$ cat config.mk
export PLATFORM = sky130hd
export DESIGN_NAME = run_halt_seq
export DESIGN_NICKNAME = d
export VERILOG_FILES = /design/src/rtl/run_halt_pkg.sv /design/src/rtl/key_sync.sv /design/src/rtl/key_pulse.sv /design/src/rtl/protect_chk.sv /design/src/rtl/run_next.sv /design/src/rtl/run_halt_seq.sv
export SDC_FILE = /design/constraint.sdc
export NUM_CORES = 1
export LEC_CHECK = 0
export ABC_AREA = 1
export BUFFER_PORTS_ARGS = -buffer_cell sky130_fd_sc_hd__buf_2
export CORE_MARGIN = 1.5
export CORE_UTILIZATION = 39
export DETAILED_ROUTE_END_ITERATION = 16
export GPL_ROUTABILITY_DRIVEN = 0
export HOLD_SLACK_MARGIN = 0.12
export PLACE_DENSITY = 0.61
export SYNTH_ARGS = -nofsm -noshare
export SYNTH_HDL_FRONTEND = slang
export SYNTH_SLANG_ARGS = --single-unit
$ cat constraint.sdc
create_clock -name clk -period 1.4 [get_ports clk]
set_input_delay 0.07 -clock clk [delete_from_list [all_inputs] [get_ports clk]]
set_output_delay 0.07 -clock clk [all_outputs]
set_load 0.02 [all_outputs]
$ cat src/rtl/run_halt_pkg.sv
package run_halt_pkg;
  localparam int WORD_W = 12;

  localparam int K_STOP  = 0;
  localparam int K_SSTEP = 1;
  localparam int K_START = 2;
  localparam int K_CONT  = 3;
  localparam int K_LDAD  = 4;
  localparam int K_EXAM  = 5;
  localparam int K_DEP   = 6;
  localparam int N_KEYS  = 7;
  localparam int N_PULSE = N_KEYS - K_START;

  typedef enum logic [1:0] {
    PNL_NONE = 2'd0,
    PNL_LDAD = 2'd1,
    PNL_EXAM = 2'd2,
    PNL_DEP  = 2'd3
  } panel_op_e;

  function automatic logic is_halt_word(input logic [WORD_W-1:0] w);
    return (w[11:9] == 3'o7) && w[8] && !w[0] && w[1];
  endfunction
endpackage

$ cat src/rtl/key_sync.sv
module key_sync #(
  parameter int W = 1
) (
  input  logic         clk,
  input  logic         rst_n,
  input  logic [W-1:0] d_i,
  output logic [W-1:0] q_o
);
  logic [W-1:0] meta;

  always_ff @(posedge clk) begin
    if (!rst_n) begin
      meta <= '0;
      q_o  <= '0;
    end else begin
      meta <= d_i;
      q_o  <= meta;
    end
  end
endmodule

$ cat src/rtl/key_pulse.sv
module key_pulse #(
  parameter int DEB_CYC = 8
) (
  input  logic clk,
  input  logic rst_n,
  input  logic lvl_i,
  output logic pulse_o
);
  localparam int CW = (DEB_CYC < 2) ? 1 : $clog2(DEB_CYC);
  localparam logic [CW-1:0] CNT_TOP = CW'(DEB_CYC - 1);

  logic          steady;
  logic [CW-1:0] cnt;

  always_ff @(posedge clk) begin
    if (!rst_n) begin
      steady  <= 1'b0;
      cnt     <= '0;
      pulse_o <= 1'b0;
    end else begin
      pulse_o <= 1'b0;
      if (lvl_i != steady) begin
        if (cnt == CNT_TOP) begin
          steady  <= lvl_i;
          cnt     <= '0;
          pulse_o <= lvl_i;
        end else begin
          cnt <= cnt + 1'b1;
        end
      end else begin
        cnt <= '0;
      end
    end
  end
endmodule

$ cat src/rtl/protect_chk.sv
module protect_chk #(
  parameter int              AW       = 12,
  parameter logic [AW-1:0]   WIN_BASE = 12'o7600,
  parameter int              WIN_BITS = 6
) (
  input  logic          wr_req_i,
  input  logic [AW-1:0] addr_i,
  output logic          illegal_o,
  output logic          wr_en_o
);
  localparam logic [AW-WIN_BITS-1:0] WIN_TAG = WIN_BASE[AW-1:WIN_BITS];

  logic in_window;

  always_comb begin
    in_window = (addr_i[AW-1:WIN_BITS] == WIN_TAG);
    illegal_o = wr_req_i && in_window;
    wr_en_o   = wr_req_i && !in_window;
  end
endmodule

$ cat src/rtl/run_next.sv
module run_next
  import run_halt_pkg::*;
(
  input  logic [WORD_W-1:0] ir_i,
  input  logic              stop_key_i,
  input  logic              sstep_key_i,
  input  logic              next_fetch_i,
  input  logic              panel_cyc_i,
  input  logic              ext_stop_i,
  input  logic              pwr_ok_i,
  input  logic              illegal_i,
  output logic              next_run_o
);
  logic step_or_bad;
  logic halt_any;

  always_comb begin
    step_or_bad = sstep_key_i || illegal_i;
    halt_any    = is_halt_word(ir_i)
                || (stop_key_i && next_fetch_i)
                || panel_cyc_i
                || ext_stop_i
                || !pwr_ok_i
                || step_or_bad;
    next_run_o  = !halt_any;
  end
endmodule

$ cat src/rtl/run_halt_seq.sv
module run_halt_seq
  import run_halt_pkg::*;
#(
  parameter int DEB_CYC = 8
) (
  input  logic              clk,
  input  logic              rst_n,
  input  logic              tp3_i,
  input  logic              tp4_i,
  input  logic              next_fetch_i,
  input  logic [WORD_W-1:0] ir_i,
  input  logic              key_start_i,
  input  logic              key_cont_i,
  input  logic              key_stop_i,
  input  logic              key_sstep_i,
  input  logic              key_ldad_i,
  input  logic              key_exam_i,
  input  logic              key_dep_i,
  input  logic              pwr_ok_i,
  input  logic              ext_stop_i,
  input  logic              wr_req_i,
  input  logic [WORD_W-1:0] addr_i,
  output logic              run_o,
  output logic              mem_start_o,
  output logic [1:0]        panel_op_o,
  output logic              illegal_ref_o,
  output logic              wr_en_o
);
  logic [N_KEYS-1:0]  keys_raw;
  logic [N_KEYS-1:0]  keys_s;
  logic [N_PULSE-1:0] kp;
  logic               next_run;
  logic               illegal;
  logic               run_q;
  logic               ms_q;
  panel_op_e          pnl_q;
  logic               cyc_active;
  logic               go_p;

  assign keys_raw[K_STOP]  = key_stop_i;
  assign keys_raw[K_SSTEP] = key_sstep_i;
  assign keys_raw[K_START] = key_start_i;
  assign keys_raw[K_CONT]  = key_cont_i;
  assign keys_raw[K_LDAD]  = key_ldad_i;
  assign keys_raw[K_EXAM]  = key_exam_i;
  assign keys_raw[K_DEP]   = key_dep_i;

  key_sync #(.W(N_KEYS)) u_sync (
    .clk   (clk),
    .rst_n (rst_n),
    .d_i   (keys_raw),
    .q_o   (keys_s)
  );

  for (genvar gi = 0; gi < N_PULSE; gi++) begin : g_pulse
    key_pulse #(.DEB_CYC(DEB_CYC)) u_kp (
      .clk     (clk),
      .rst_n   (rst_n),
      .lvl_i   (keys_s[gi + K_START]),
      .pulse_o (kp[gi])
    );
  end

  protect_chk #(.AW(WORD_W)) u_prot (
    .wr_req_i  (wr_req_i),
    .addr_i    (addr_i),
    .illegal_o (illegal),
    .wr_en_o   (wr_en_o)
  );

  run_next u_next (
    .ir_i         (ir_i),
    .stop_key_i   (keys_s[K_STOP]),
    .sstep_key_i  (keys_s[K_SSTEP]),
    .next_fetch_i (next_fetch_i),
    .panel_cyc_i  (pnl_q != PNL_NONE),
    .ext_stop_i   (ext_stop_i),
    .pwr_ok_i     (pwr_ok_i),
    .illegal_i    (illegal),
    .next_run_o   (next_run)
  );

  assign cyc_active = run_q || (pnl_q != PNL_NONE);
  assign go_p       = kp[K_START - K_START] || kp[K_CONT - K_START];

  always_ff @(posedge clk) begin
    if (!rst_n) begin
      run_q <= 1'b0;
      ms_q  <= 1'b0;
      pnl_q <= PNL_NONE;
    end else begin
      ms_q <= tp4_i && run_q;
      if (tp3_i && cyc_active) begin
        run_q <= next_run;
        pnl_q <= PNL_NONE;
      end else if (!cyc_active) begin
        if (go_p) begin
          run_q <= 1'b1;
          ms_q  <= 1'b1;
        end else if (kp[K_LDAD - K_START]) begin
          pnl_q <= PNL_LDAD;
          ms_q  <= 1'b1;
        end else if (kp[K_EXAM - K_START]) begin
          pnl_q <= PNL_EXAM;
          ms_q  <= 1'b1;
        end else if (kp[K_DEP - K_START]) begin
          pnl_q <= PNL_DEP;
          ms_q  <= 1'b1;
        end
      end
    end
  end

  assign run_o         = run_q;
  assign mem_start_o   = ms_q;
  assign panel_op_o    = pnl_q;
  assign illegal_ref_o = illegal;
endmodule

# Word-level counts from Yosys, hierarchy flattened

Index checks and enable logic that the tools add are counted.

Bitwise gates (word level): 8
Multiplexer cells: 12
Reduce and logical (&&, ||, !) cells: 41
Multiply operators: 0
Div/mod/pow operators: 0
Magnitude comparators: 0
Shift-type cells: 0
Add/sub/neg operators: 5
Equal/unequal tests: 13

Operator list:

| kind                | number |
|---|---|
| $eq 3x3->1 const B  | 6 |
| $reduce_and 3->1    | 6 |
| $add 3x1->3 const B | 5 |
| $reduce_or 3->1     | 5 |
| $reduce_and 2->1    | 6 |
| $mux 1              | 9 |
| $logic_and 1x1->1   | 8 |
| $logic_or 1x1->1    | 8 |
| $not 1->1           | 8 |
| $eq 6x6->1 const B  | 1 |
| $mux 2              | 3 |
| $ne 1x1->1          | 5 |
| $logic_not 1->1     | 4 |
| $reduce_bool 2->1   | 2 |
| $reduce_bool 3->1   | 1 |
| $ne 2x1->1 const B  | 1 |
| $reduce_or 2->1     | 1 |

Memories kept: 0
Register bits: 43
Input port bits: 39
RAM bits: 0
Memory bits (read-only): 0
Latch bits: 0
Logic and storage cells: 99

# Logic depth before layout (Yosys ltp)

Depth after elaboration: 11
Mapped depth: 7
Depth with buffers taken out: 7

# Modules after synthesis

A second synthesis with hierarchy kept.

Cells, all modules: 214
Area total of the unflattened synthesis: 1699.1 um^2

By module, submodules not included:

| module       | instances | cells each | area each (um^2) |
|---|---|---|---|
| key_pulse    | 5         | 23         | 197.7 |
| key_sync     | 1         | 43         | 396.6 |
| run_halt_seq | 1         | 33         | 217.7 |
| run_next     | 1         | 14         | 56.3 |
| protect_chk  | 1         | 9          | 40.0 |

# Least setup slack after synthesis

No wires, ideal clock.

Path type: register -> register
Start point: reg run_q (netlist: run_o)
End point: reg ms_q (netlist: mem_start_o)
Path buffers: 0
Cell stages (with the launch flop): 5
Period minus slack after synthesis: 990 ps
Path slack: 410 ps
Arrival: 874 ps
Cells stage by stage: dfxtp_1 > inv_1 > or2_2 > nand2_1 > a21oi_1

Word-level cells in the longest chain between the ends: 7
Elaborated cells between the ends (all ways): 9

RTL lines:

| what                     | line                | RTL |
|---|---|---|
| start: declaration       | run_halt_seq.sv:34  | `logic run_q;` |
| start signal: assignment | run_halt_seq.sv:94  | `run_q <= next_run;` |
| $logic_and 1x1->1        | run_halt_seq.sv:92  | `ms_q <= tp4_i && run_q;` |
| $mux 1                   | run_halt_seq.sv:106 | `end else if (kp[K_DEP - K_START]) begin` |
| $mux 1                   | run_halt_seq.sv:103 | `end else if (kp[K_EXAM - K_START]) begin` |
| $mux 1                   | run_halt_seq.sv:100 | `end else if (kp[K_LDAD - K_START]) begin` |
| $mux 1                   | run_halt_seq.sv:97  | `if (go_p) begin` |
| $mux 1                   | run_halt_seq.sv:96  | `end else if (!cyc_active) begin` |
| $mux 1 (*)               | run_halt_seq.sv:93  | `if (tp3_i && cyc_active) begin` |
| end signal: assignment   | run_halt_seq.sv:92  |  |
| end: declaration         | run_halt_seq.sv:35  | `logic ms_q;` |

Every way passes the cells marked *; elsewhere a longest branch is shown, timed or not.
A chain may end at the register's enable or synchronous reset.

# Final worst setup path

Start point: reg g_pulse[4].u_kp.cnt[0]
End point: reg g_pulse[4].u_kp.cnt[0]

Word-level cells in the longest chain between the ends: 2
Elaborated cells between the ends (all ways): 3

RTL lines:

| what                                                | line            | RTL |
|---|---|---|
| start: declaration                                  | key_pulse.sv:13 | `logic [CW-1:0] cnt;` |
| start signal: assignment                            | key_pulse.sv:28 | `cnt <= cnt + 1'b1;` |
| branches (longest 2 deep; another with $add 3x1->3) | n/a             |  |

Several ways; the timed one is not identified.

==> impl_metrics.env <==
export IMPL_grt_pass1_wl_mm=4.50
export IMPL_clock_skew_ns=0.00721
export IMPL_synth_seq_cells=43
export IMPL_cts_root_buf="clkbuf_8"
export IMPL_totalWireLength_mm=2.54
export IMPL_period_share_pct=77.6
export IMPL_finalCriticalPeriod_ns=1.09
export IMPL_p_total_mw=2.40
export IMPL_io_pins=45
export IMPL_path_clk_slew_ns=0.08
export IMPL_final_hold_violation_count=0
export IMPL_ant_nets=0
export IMPL_drc=0
export IMPL_clock_fmax_mhz=921
export IMPL_hold_path_depth=4
export IMPL_r2r_start="g_pulse[4].u_kp.cnt[0]"
export IMPL_start_util_pct=41.3
export IMPL_max_cap_viol_count=0
export IMPL_drtIter0Drc=27
export IMPL_die_area_um2=4730
export IMPL_syn_to_final_growth_pct=26.3
export IMPL_syn_num_nets=246
export IMPL_cts_made_buffers=5
export IMPL_outcome="finished clean"
export IMPL_maxSlewHeadroom_pct=86.7
export IMPL_antenna_found_initial=0
export IMPL_cts_tree="done"
export IMPL_synth_area_um2=1690
export IMPL_crit_start="g_pulse[4].u_kp.cnt[0]"
export IMPL_tns_ns=0
export IMPL_syn_area_per_cell_um2=8.56
export IMPL_grt_usage_pct=13.3
export IMPL_grt_max_degree=17
export IMPL_rr_endpoint="g_pulse[4].u_kp.cnt[0]"
export IMPL_core_area_um2=4090
export IMPL_leakage_nw=1.06
export IMPL_portBuffers=32
export IMPL_firstDrtPassIters=4
export IMPL_layout_common_cells="inv_1 (43), dfxtp_1 (43), nand2_1 (42), buf_2 (32), nor2_1 (22)"
export IMPL_final_cells=297
export IMPL_crit_end="g_pulse[4].u_kp.cnt[0]"
export IMPL_path_common_cell="ha_1"
export IMPL_rsz0062_at_grt="no"
export IMPL_diodes=0
export IMPL_overflow=0
export IMPL_ys_types=19
export IMPL_yosys_warnings=0
export IMPL_worstPathRequired_ns=1.64
export IMPL_grt_pass1_vias=1109
export IMPL_cts_htree_levels=2
export IMPL_crit_arrival_ns=1.33
export IMPL_r2r_slack_ns=0.31
export IMPL_cp_slowest_cell="dfxtp_1"
export IMPL_place_hpwl_mm=1.80
export IMPL_ys_seq_area_share_pct=51.0
export IMPL_die_width_um=68.8
export IMPL_via_per_inst=4.23
export IMPL_setup_viol_count_final=0
export IMPL_placed_cells=277
export IMPL_drive_gt1_share_pct=24.3
export IMPL_p_per_area_nw_per_um2=1130
export IMPL_worstSkewPairLatency_ns=0.30
export IMPL_cts_sinks=43
export IMPL_critPathLaunchType="flop"
export IMPL_post_route_util_pct=52.1
export IMPL_cts_setup_buffers=0
export IMPL_drv_slew=0
export IMPL_num_rows=23
export IMPL_r2r_cells=5
export IMPL_ir_worst_vdd_mv=0.596
export IMPL_via_count=1255
export IMPL_path_cells="ha_1 > ha_1 > inv_1 > o211ai_2 > nor2_1"
export IMPL_worst_pin_slew_ns=0.199
export IMPL_timing_hold_ws_ns=0.103
export IMPL_path_max_fanout=3
export IMPL_syn_instance_count=197
export IMPL_worstHoldPathType="in -> reg"
export IMPL_nets=295
export IMPL_max_stage_delay_ns=0.32
export IMPL_clockBufferDepth=2
export IMPL_die_y_um=68.8
export IMPL_wl_per_cell_um=8.54
export IMPL_cp_end_kind="flop"
export IMPL_criticalPathCategory="reg -> reg"
[synthesized netlist by cell type]
master,number,area share (%)
buf_6,2,1.3
dfxtp_1,43,51
a211oi_1,1,0.45
o21ai_0,1,0.30
inv_1,43,9.6
o211ai_2,5,3.7
nor2_2,2,0.74
inv_6,1,0.52
ha_1,10,7.4
a21oi_2,5,2.6
a21oi_1,8,2.4
nor2_1,22,4.9
a211oi_2,4,3.0
nand2_1,42,9.3
nand2_2,1,0.37
or2_2,1,0.37
nand3_1,2,0.59
buf_2,1,0.30
nand4_1,3,1.1
[how the worst min path moves through the flow]
stage | start | to | slack, ns
floorplan | key_stop_i | u_sync.meta[0] | 0.17
global placement | key_sstep_i | u_sync.meta[1] | 0.25
detailed placement | key_sstep_i | u_sync.meta[1] | 0.25
CTS | tp4_i | mem_start_o | 0.17
global route | ir_i[8] | run_o | 0.13
finish | ir_i[8] | run_o | 0.10
[registers in the layout (all words and copies together) (netlist names)]
name,flops
g_pulse.u_kp.cnt,15
g_pulse.u_kp.pulse_o,5
g_pulse.u_kp.steady,5
mem_start_o,1
panel_op_o,2
run_o,1
u_sync.meta,7
u_sync.q_o,7
[report_power, final]
group	internal (mW)	switching [mW]
Clock	0.586	0.427
Combinational	0.0714	0.0582
Sequential	1.25	0.0138
Total	1.90	0.499
[per-stage QoR]
stage	instance area, um^2	worst slack (ns)
after detailed placement	1890	0.325
after floorplan	1690	0.410
after global placement	1890	0.345
after global routing	2130	0.197
final	2130	0.314
after CTS	2130	0.0376
[metal layers]
layer	up-vias	routed length (um)	track usage, %
met2	25	1080	21.6
met3	6	142	5.84
met1	522	1250	14.4
met5	-	0	0
met4	0	64	7.35
li1	702	-	-
[critical path: cells and delay by family (launching register included)]
| kind | cells | cell delay [ns] |
|---|---|---|
| fa+ha+maj | 2 | 0.41 |
| flops | 1 | 0.32 |
| compound gates | 1 | 0.12 |
| simple gates | 1 | 0.10 |
| buf+inv | 1 | 0.08 |
[logic make-up after synthesis]
family / Yosys count / share of synthesized area, %
and+or+nand+nor: 73 / 17.4
buffers and inverters: 47 / 11.7
DFF: 43 / 51.0
AOI/OAI and AO/OA: 24 / 12.4
adders and majority gates: 10 / 7.42
[area by class of cell]
cell class / count / area [um^2]
Tap cell: 50 / 62.6
Timing Repair Buffer: 45 / 288
Clock inverter: 2 / 38.8
Sequential cell: 43 / 861
Inverter: 44 / 170
Clock buffer: 6 / 82.6
Multi-Input combinational cell: 107 / 628
Fill cell: 394 / 1960
[what timing repair did]
| item | CTS | global route |
|---|---|---|
| endpoints found under the hold margin | 11 | 1 |
| hold buffers | 12 | 1 |
| gates resized for setup | 0 | 0 |
| endpoints found under the setup margin | 0 | 1 |
(Power assumes the default switching activity.)
